`config.mk`:
```
export PLATFORM = sky130hd
export DESIGN_NAME = sst_burst_master
export DESIGN_NICKNAME = d
export VERILOG_FILES = /design/src/rtl/sst_pkg.sv /design/src/rtl/sst_req_check.sv /design/src/rtl/sst_phase_timer.sv /design/src/rtl/sst_edge_ctr.sv /design/src/rtl/sst_burst_master.sv
export SDC_FILE = /design/constraint.sdc
export NUM_CORES = 1
export LEC_CHECK = 0
export ABC_AREA = 1
export BUFFER_PORTS_ARGS = -buffer_cell sky130_fd_sc_hd__buf_2
export CORE_AREA = 2 2 122 124
export DETAILED_ROUTE_END_ITERATION = 12
export DIE_AREA = 0 0 124 126
export GPL_TIMING_DRIVEN = 0
export MAX_ROUTING_LAYER = met4
export PLACE_DENSITY = 0.77
export SLEW_MARGIN = 20
export SYNTH_ARGS = -nofsm -noshare
export SYNTH_HDL_FRONTEND = slang
export SYNTH_SLANG_ARGS = --single-unit
```
`constraint.sdc`:
```
create_clock -name clk -period 3 [get_ports clk]
set_input_delay 0.15 -clock clk [delete_from_list [all_inputs] [get_ports clk]]
set_output_delay 0.15 -clock clk [all_outputs]
set_load 0.1 [all_outputs]
```
`src/rtl/sst_pkg.sv`:
```
package sst_pkg;
  typedef enum logic [2:0] {
    ST_IDLE,
    ST_ADR1,
    ST_ADR2,
    ST_ADR3,
    ST_DATA,
    ST_REL
  } sst_state_e;

  localparam logic [5:0] AM_TWO_EDGE = 6'h20;
  localparam logic [1:0] RATE_160    = 2'b00;
  localparam logic [1:0] RATE_267    = 2'b01;
  localparam logic [1:0] RATE_320    = 2'b10;
  localparam logic [1:0] RATE_RSVD   = 2'b11;
endpackage

```
`src/rtl/sst_req_check.sv`:
```
module sst_req_check #(
  parameter int CNT_W       = 8,
  parameter int GAP_W       = 4,
  parameter int MIN_GAP_160 = 4,
  parameter int MIN_GAP_267 = 3,
  parameter int MIN_GAP_320 = 2
) (
  input  logic [CNT_W:0]   size_i,
  input  logic [CNT_W-1:0] cap_i,
  input  logic [1:0]       rate_i,
  input  logic [GAP_W-1:0] gap_i,
  output logic             ok_o,
  output logic [CNT_W-1:0] count_o
);
  import sst_pkg::*;

  localparam logic [GAP_W-1:0] MG_160 = GAP_W'(MIN_GAP_160);
  localparam logic [GAP_W-1:0] MG_267 = GAP_W'(MIN_GAP_267);
  localparam logic [GAP_W-1:0] MG_320 = GAP_W'(MIN_GAP_320);

  logic [CNT_W-1:0] half;
  logic [GAP_W-1:0] min_gap;

  always_comb begin
    half = size_i[CNT_W:1];
    if (cap_i != '0 && cap_i < half) count_o = cap_i;
    else                             count_o = half;
    unique case (rate_i)
      RATE_160: min_gap = MG_160;
      RATE_267: min_gap = MG_267;
      default:  min_gap = MG_320;
    endcase
    ok_o = (rate_i != RATE_RSVD) && (gap_i >= min_gap) &&
           !size_i[0] && (count_o != '0);
  end
endmodule

```
`src/rtl/sst_phase_timer.sv`:
```
module sst_phase_timer #(
  parameter int GAP_W = 4
) (
  input  logic             clk,
  input  logic             rst,
  input  logic             start_i,
  input  logic [GAP_W-1:0] gap_i,
  input  logic             reload_i,
  output logic             expire_o
);
  logic [GAP_W-1:0] gap_q;
  logic [GAP_W-1:0] cnt;

  always_ff @(posedge clk) begin
    if (rst) begin
      gap_q <= '0;
      cnt   <= '0;
    end else if (start_i) begin
      gap_q <= gap_i;
      cnt   <= gap_i - 1'b1;
    end else if (reload_i) begin
      cnt   <= gap_q - 1'b1;
    end else if (cnt != '0) begin
      cnt   <= cnt - 1'b1;
    end
  end

  assign expire_o = (cnt == '0);

  // a phase or edge never lasts longer than the programmed spacing
  a_r5_cnt_in_window: assert property (@(posedge clk) disable iff (rst)
    (gap_q != '0) |-> (cnt < gap_q));
endmodule

```
`src/rtl/sst_edge_ctr.sv`:
```
module sst_edge_ctr #(
  parameter int CNT_W = 8
) (
  input  logic           clk,
  input  logic           rst,
  input  logic           clear_i,
  input  logic [CNT_W:0] total_i,
  input  logic           step_i,
  output logic           last_o
);
  logic [CNT_W:0] total_q;
  logic [CNT_W:0] idx;

  always_ff @(posedge clk) begin
    if (rst) begin
      total_q <= '0;
      idx     <= '0;
    end else if (clear_i) begin
      total_q <= total_i;
      idx     <= '0;
    end else if (step_i) begin
      idx     <= idx + 1'b1;
    end
  end

  assign last_o = (idx == total_q - 1'b1);

  // the edge index never runs past the edge total
  a_r5_idx_bound: assert property (@(posedge clk) disable iff (rst)
    (total_q != '0) |-> (idx < total_q));
endmodule

```
`src/rtl/sst_burst_master.sv`:
```
module sst_burst_master #(
  parameter int ADDR_W      = 32,
  parameter int DATA_W      = 32,
  parameter int CNT_W       = 8,
  parameter int GAP_W       = 4,
  parameter int MIN_GAP_160 = 4,
  parameter int MIN_GAP_267 = 3,
  parameter int MIN_GAP_320 = 2
) (
  input  logic              clk,
  input  logic              rst,
  input  logic              req_valid_i,
  input  logic [ADDR_W-1:0] req_addr_i,
  input  logic [CNT_W:0]    req_size_i,
  input  logic [CNT_W-1:0]  req_cap_i,
  input  logic [1:0]        req_rate_i,
  input  logic              req_bcast_i,
  input  logic [20:0]       req_mask_i,
  input  logic [GAP_W-1:0]  cfg_gap_i,
  output logic              req_ready_o,
  output logic              req_err_o,
  input  logic [DATA_W-1:0] src_data_i,
  output logic              src_pop_o,
  input  logic              retry_i,
  output logic              as_o,
  output logic              ds0_o,
  output logic [5:0]        am_o,
  output logic [ADDR_W-1:0] addr_o,
  output logic              dstrb_o,
  output logic [DATA_W-1:0] data_o,
  output logic              dtack_o,
  output logic              done_o
);
  import sst_pkg::*;

  localparam int EDGE_W = CNT_W + 1;

  sst_state_e       state, state_n;
  logic             req_ok;
  logic [CNT_W-1:0] req_count;
  logic             accept, reject;
  logic             expire, last_edge;
  logic             tmr_reload, edge_step, pop;
  logic             retry_seen;

  logic [ADDR_W-1:0] addr_q, f_addr;
  logic [CNT_W-1:0]  count_q, f_count;
  logic [1:0]        rate_q, f_rate;
  logic              bcast_q, f_bcast;
  logic [20:0]       mask_q, f_mask;

  sst_req_check #(
    .CNT_W(CNT_W), .GAP_W(GAP_W), .MIN_GAP_160(MIN_GAP_160),
    .MIN_GAP_267(MIN_GAP_267), .MIN_GAP_320(MIN_GAP_320)
  ) chk_i (
    .size_i(req_size_i), .cap_i(req_cap_i), .rate_i(req_rate_i),
    .gap_i(cfg_gap_i), .ok_o(req_ok), .count_o(req_count)
  );

  sst_phase_timer #(.GAP_W(GAP_W)) tmr_i (
    .clk(clk), .rst(rst), .start_i(accept), .gap_i(cfg_gap_i),
    .reload_i(tmr_reload), .expire_o(expire)
  );

  sst_edge_ctr #(.CNT_W(CNT_W)) edg_i (
    .clk(clk), .rst(rst), .clear_i(accept),
    .total_i(EDGE_W'({req_count, 1'b0})), .step_i(edge_step),
    .last_o(last_edge)
  );

  assign accept = (state == ST_IDLE) && req_valid_i && req_ok;
  assign reject = (state == ST_IDLE) && req_valid_i && !req_ok;

  // next state and phase sequencing
  always_comb begin
    state_n    = state;
    tmr_reload = 1'b0;
    edge_step  = 1'b0;
    pop        = 1'b0;
    unique case (state)
      ST_IDLE: if (accept) state_n = ST_ADR1;
      ST_ADR1: if (expire) begin state_n = ST_ADR2; tmr_reload = 1'b1; end
      ST_ADR2: if (expire) begin state_n = ST_ADR3; tmr_reload = 1'b1; end
      ST_ADR3: if (expire) begin
        if (retry_seen || retry_i) begin
          state_n = ST_REL;
        end else begin
          state_n    = ST_DATA;
          tmr_reload = 1'b1;
          pop        = 1'b1;
        end
      end
      ST_DATA: if (expire) begin
        if (last_edge) begin
          state_n = ST_REL;
        end else begin
          tmr_reload = 1'b1;
          edge_step  = 1'b1;
          pop        = 1'b1;
        end
      end
      ST_REL: begin
        state_n    = retry_seen ? ST_ADR1 : ST_IDLE;
        tmr_reload = retry_seen;
      end
      default: state_n = ST_IDLE;
    endcase
  end

  // field values as they will stand after this edge
  always_comb begin
    f_addr  = accept ? req_addr_i  : addr_q;
    f_count = accept ? req_count   : count_q;
    f_rate  = accept ? req_rate_i  : rate_q;
    f_bcast = accept ? req_bcast_i : bcast_q;
    f_mask  = accept ? req_mask_i  : mask_q;
  end

  assign src_pop_o = pop;

  always_ff @(posedge clk) begin
    if (rst) begin
      state      <= ST_IDLE;
      addr_q     <= '0;
      count_q    <= '0;
      rate_q     <= '0;
      bcast_q    <= 1'b0;
      mask_q     <= '0;
      retry_seen <= 1'b0;
      req_ready_o <= 1'b1;
      req_err_o  <= 1'b0;
      as_o       <= 1'b0;
      ds0_o      <= 1'b0;
      am_o       <= '0;
      addr_o     <= '0;
      dstrb_o    <= 1'b0;
      data_o     <= '0;
      dtack_o    <= 1'b0;
      done_o     <= 1'b0;
    end else begin
      state   <= state_n;
      addr_q  <= f_addr;
      count_q <= f_count;
      rate_q  <= f_rate;
      bcast_q <= f_bcast;
      mask_q  <= f_mask;
      if (state == ST_REL)                 retry_seen <= 1'b0;
      else if (state == ST_ADR3 && retry_i) retry_seen <= 1'b1;

      req_ready_o <= (state_n == ST_IDLE);
      req_err_o   <= reject;
      done_o      <= (state == ST_REL) && !retry_seen;

      as_o  <= (state_n == ST_ADR1) || (state_n == ST_ADR2) ||
               (state_n == ST_ADR3) || (state_n == ST_DATA);
      ds0_o <= (state_n == ST_ADR1) || (state_n == ST_ADR3);
      am_o  <= (state_n == ST_IDLE || state_n == ST_REL) ? 6'h00 : AM_TWO_EDGE;

      unique case (state_n)
        ST_ADR1: addr_o <= f_addr;
        ST_ADR2: addr_o <= ADDR_W'({f_count, f_rate});
        ST_ADR3: addr_o <= f_bcast ? ADDR_W'({f_mask, 1'b0}) : '0;
        default: addr_o <= '0;
      endcase

      dtack_o <= (state_n == ST_DATA) && f_bcast;

      if (pop) begin
        dstrb_o <= ~dstrb_o;
        data_o  <= src_data_i;
      end else if (state_n != ST_DATA) begin
        data_o  <= '0;
      end
    end
  end

  // done only with the bus released and the block ready again
  a_r9_done_released: assert property (@(posedge clk) disable iff (rst)
    done_o |-> (!as_o && !ds0_o && !dstrb_o && req_ready_o));

  // done is a single-cycle pulse
  a_r9_done_single: assert property (@(posedge clk) disable iff (rst)
    done_o |=> !done_o);

  // a refused request leaves the bus untouched
  a_r8_err_idle: assert property (@(posedge clk) disable iff (rst)
    req_err_o |-> (req_ready_o && !as_o));

  // self-acknowledge only in a broadcast data phase
  a_r6_dtack_bcast: assert property (@(posedge clk) disable iff (rst)
    dtack_o |-> (as_o && !ds0_o && bcast_q));

  // a retry at the end of phase three releases the bus next cycle
  a_r7_retry_release: assert property (@(posedge clk) disable iff (rst)
    (state == ST_ADR3 && expire && retry_i) |=> (!as_o && !dstrb_o));

  // a request while busy never raises the error flag
  a_r10_busy_ignored: assert property (@(posedge clk) disable iff (rst)
    (!req_ready_o && req_valid_i) |=> !req_err_o);
endmodule

```
==> run summary <==
Status -> finished clean
CTS tree -> built
Clock Latency Late Sink -> 0.43 ns
Final min period -> 2.776 ns
Fin nets -> 1413
I/O pins -> 191
Post-placement cell area -> 8583 um^2
Post-synthesis instance area -> 7417 um^2
Overall Global Routing Usage -> 28.34%
Startpoint Class -> flop
RSZ-0062 raised after global routing -> false
Die area -> 15620 um^2
Largest net degree at the start of global routing -> 19
Initial antenna violation count -> 0
Post-synth top area share -> 44.53%
Final setup vio count -> 0
Yosys warning count -> 0
Area delta synth->final -> 31.33%
Worst reg2reg endpoint -> addr_o[5]
RR Startpoint -> edg_i.total_q[1]
Total grt overflow -> 0
FF+latch area -> 3303 um^2
IO buf count -> 184
Number of fill cells -> 1227
Synth top area cells -> dfxtp_1 (45%), nand2_1 (15%), a21oi_1 (7.2%)
Initial DRC count -> 488
Layout cell share with drive strength beyond 1 -> 22.08%
Tcrit/Tclk final -> 92.54%
Starting Density -> 51.82%
Routed length per instance -> 14.26 um
Design area -> 9741 um^2
Switching part of the total -> 32.57%
Via count -> 7767
Residual DRC -> 0
Worst-path clk slew -> 0.06 ns
Die height -> 126 um
NetSw -> 0.001970 W
Vias in the first global route -> 7273
Hold path start -> req_addr_i[10]
PwrDens -> 621.0 nW/um^2
Leakage -> 4.672 nW
Crit path DAT -> 2.63 ns
Clk root buf -> clkbuf_16
Yosys top cell by area -> dfxtp_1
Crit. End Element -> primary output
Most frequent cells in the layout -> nand2_1 (301), buf_2 (193), dfxtp_1 (165)
R2R depth -> 17
Commonest non-fill, non-tap cell in the layout -> nand2_1
Num CTS Buffers -> 17
Clock share of power -> 37.4%
FMAX -> 360.2 MHz
Synth Instances -> 1027
DR vias/cell -> 5.234
Flop2flop setup slack -> 0.26 ns
Detail Route Antenna Nets -> 0
Die X -> 124 um
Internal Power -> 0.004079 W
Hpwl dp -> 14.55 mm
Final hold violations -> 0
Sequential cell fraction of total power -> 39.2%
Max-slew violation count -> 0
Peak VDD IR -> 469.5 uV
Syn avg cell area -> 7.222 um^2
WL final -> 21.16 mm
Number of inserted diodes -> 0
Clock Skew -> 0.007188 ns
Sequential area share after synthesis -> 44.53%
First-pass GRT wire length -> 33.71 mm
Worst Setup SP -> edg_i.total_q[1]
Max H-tree Level -> 4
Total Neg Setup Slack -> 0 ns
Comb pwr share -> 23.3%
Worst Setup EP -> src_pop_o
CP required -> 2.85 ns
Largest fanout on the critical path -> 18
Cell variety after synth -> 38
Area of the multi-input gates -> 3407 um^2
WHS Path Cells -> 3
Clock Tree Buf Depth -> 2
Max-capacitance violation count -> 0
# rows -> 44
Core Region -> 14310 um^2
Worst slew pin tran -> 0.7286 ns
GP Congestion -> 0.9051
FF+latch count, synth -> 165
CTS Sinks -> 165
DRT Pass-1 Iters -> 5
Worst rel slew slack -> 50.98%
WS Path Type -> reg -> out
Hold/Removal Path Class -> in -> reg
## cell families after synthesis
family                   Yosys count  synth area share (%)
AO/OA/AOI/OAI                    137                 9.565
XOR/XNOR                          10                 1.181
adder cells (fa/ha/maj)           13                 2.193
buffers and inverters            167                 9.801
flip-flops                       165                 44.53
other                              1               0.05056
AND/OR/NAND/NOR                  534                 32.68
## registers in the layout, indices dropped and copies added, names as in the netlist
signal	count
edg_i.idx	9
dstrb_o	1
addr_q	32
edg_i.total_q	8
addr_o	32
req_err_o	1
tmr_i.gap_q	4
am_o	1
state	3
mask_q	21
req_ready_o	1
retry_seen	1
dtack_o	1
done_o	1
as_o	1
bcast_q	1
data_o	32
ds0_o	1
tmr_i.cnt	4
rate_q	2
count_q	8
## power by group through the flow
stage | logic [W] | registers (W) | clock network, W
2_1_floorplan | 0.000749 | 0.00268 | 0
3_3_place_gp | 0.00131 | 0.00242 | 0
3_5_place_dp | 0.00133 | 0.00242 | 0
4_1_cts | 0.00140 | 0.00237 | 0.00228
5_1_grt | 0.00156 | 0.00238 | 0.00237
6_report | 0.00141 | 0.00237 | 0.00226
## synth_stat cells (all sizes together)
library cell and instances:
inv 109, nor2 88, dfxtp 165, nand2 311
nand3b 2, conb 1, nor4 12, ha 13
a211oi 1, nand4 44, o31ai 2, xnor2 3
buf 28, o22ai 6, or2 4, a21oi 107
nor3b 3, nor3 18, clkbuf 30, nand3 52
o21ai 19, o21a 2, xor2 7
## per-stage QoR
step	setup WS, ns	power, W	hold slack (ns)	cells	utilization, %
5_1_grt	0.05246	0.006315	0.007946	1484	68.05
3_3_place_gp	0.2493	0.003730	0.4062	1399	59.97
2_1_floorplan	0.1631	0.003432	0.2990	1031	-
6_report	0.2237	0.006049	0.01375	1484	68.05
4_1_cts	0.1248	0.006051	0.0007385	1483	67.96
3_5_place_dp	0.1582	0.003753	0.4085	1399	59.97
## critical path: stages, from the launching register on
cell and delay [ns]:
dfxtp_1 0.39, inv_1 0.08, ha_1 0.24, or2_1 0.23
nand3b_1 0.09, nand2_1 0.06, nor2_1 0.10, nand3_1 0.07
nor2_1 0.12, nand2_1 0.12, nand2_4 0.11, nand2_2 0.24
buf_4 0.34
## per-layer routing
metal | GRT usage, % | wire [um] | share of wire [%] | vias up
met5 | - | 0 | 0 | -
met4 | 13.55 | 823 | 3.9 | 0
met3 | 5.978 | 1381 | 6.5 | 79
met2 | 44.54 | 9874 | 47 | 337
met1 | 34.51 | 9082 | 43 | 3526
li1 | - | - | - | 3825
## how the worst min path moves through the flow
stage / endpoint / slack [ns]
5_1_grt: addr_q[10] / 0.008
6_report: addr_q[10] / 0.01
4_1_cts: addr_q[10] / 0.0007
2_1_floorplan: data_o[0] / 0.30
3_3_place_gp: data_o[25] / 0.41
3_5_place_dp: data_o[31] / 0.41
## area by class of cell
class                   instances  share of cell area (%)
plain buffers                  57                   3.224
clock buffers                  18                   4.509
clock inverters                14                   1.811
inverters                     109                   4.200
multi-input cells             699                   34.98
flip-flops and latches        165                   33.91
well taps                     184                   2.364
repair buffers                238                   15.00
## what timing repair did
action,CTS,global route
hold buffers,53,0
endpoints found under the hold margin,53,0
buffers inserted,0,1
endpoints found under the setup margin,1,19
resized for setup,1,1
No activity file was read; power rests on OpenSTA's default activity.
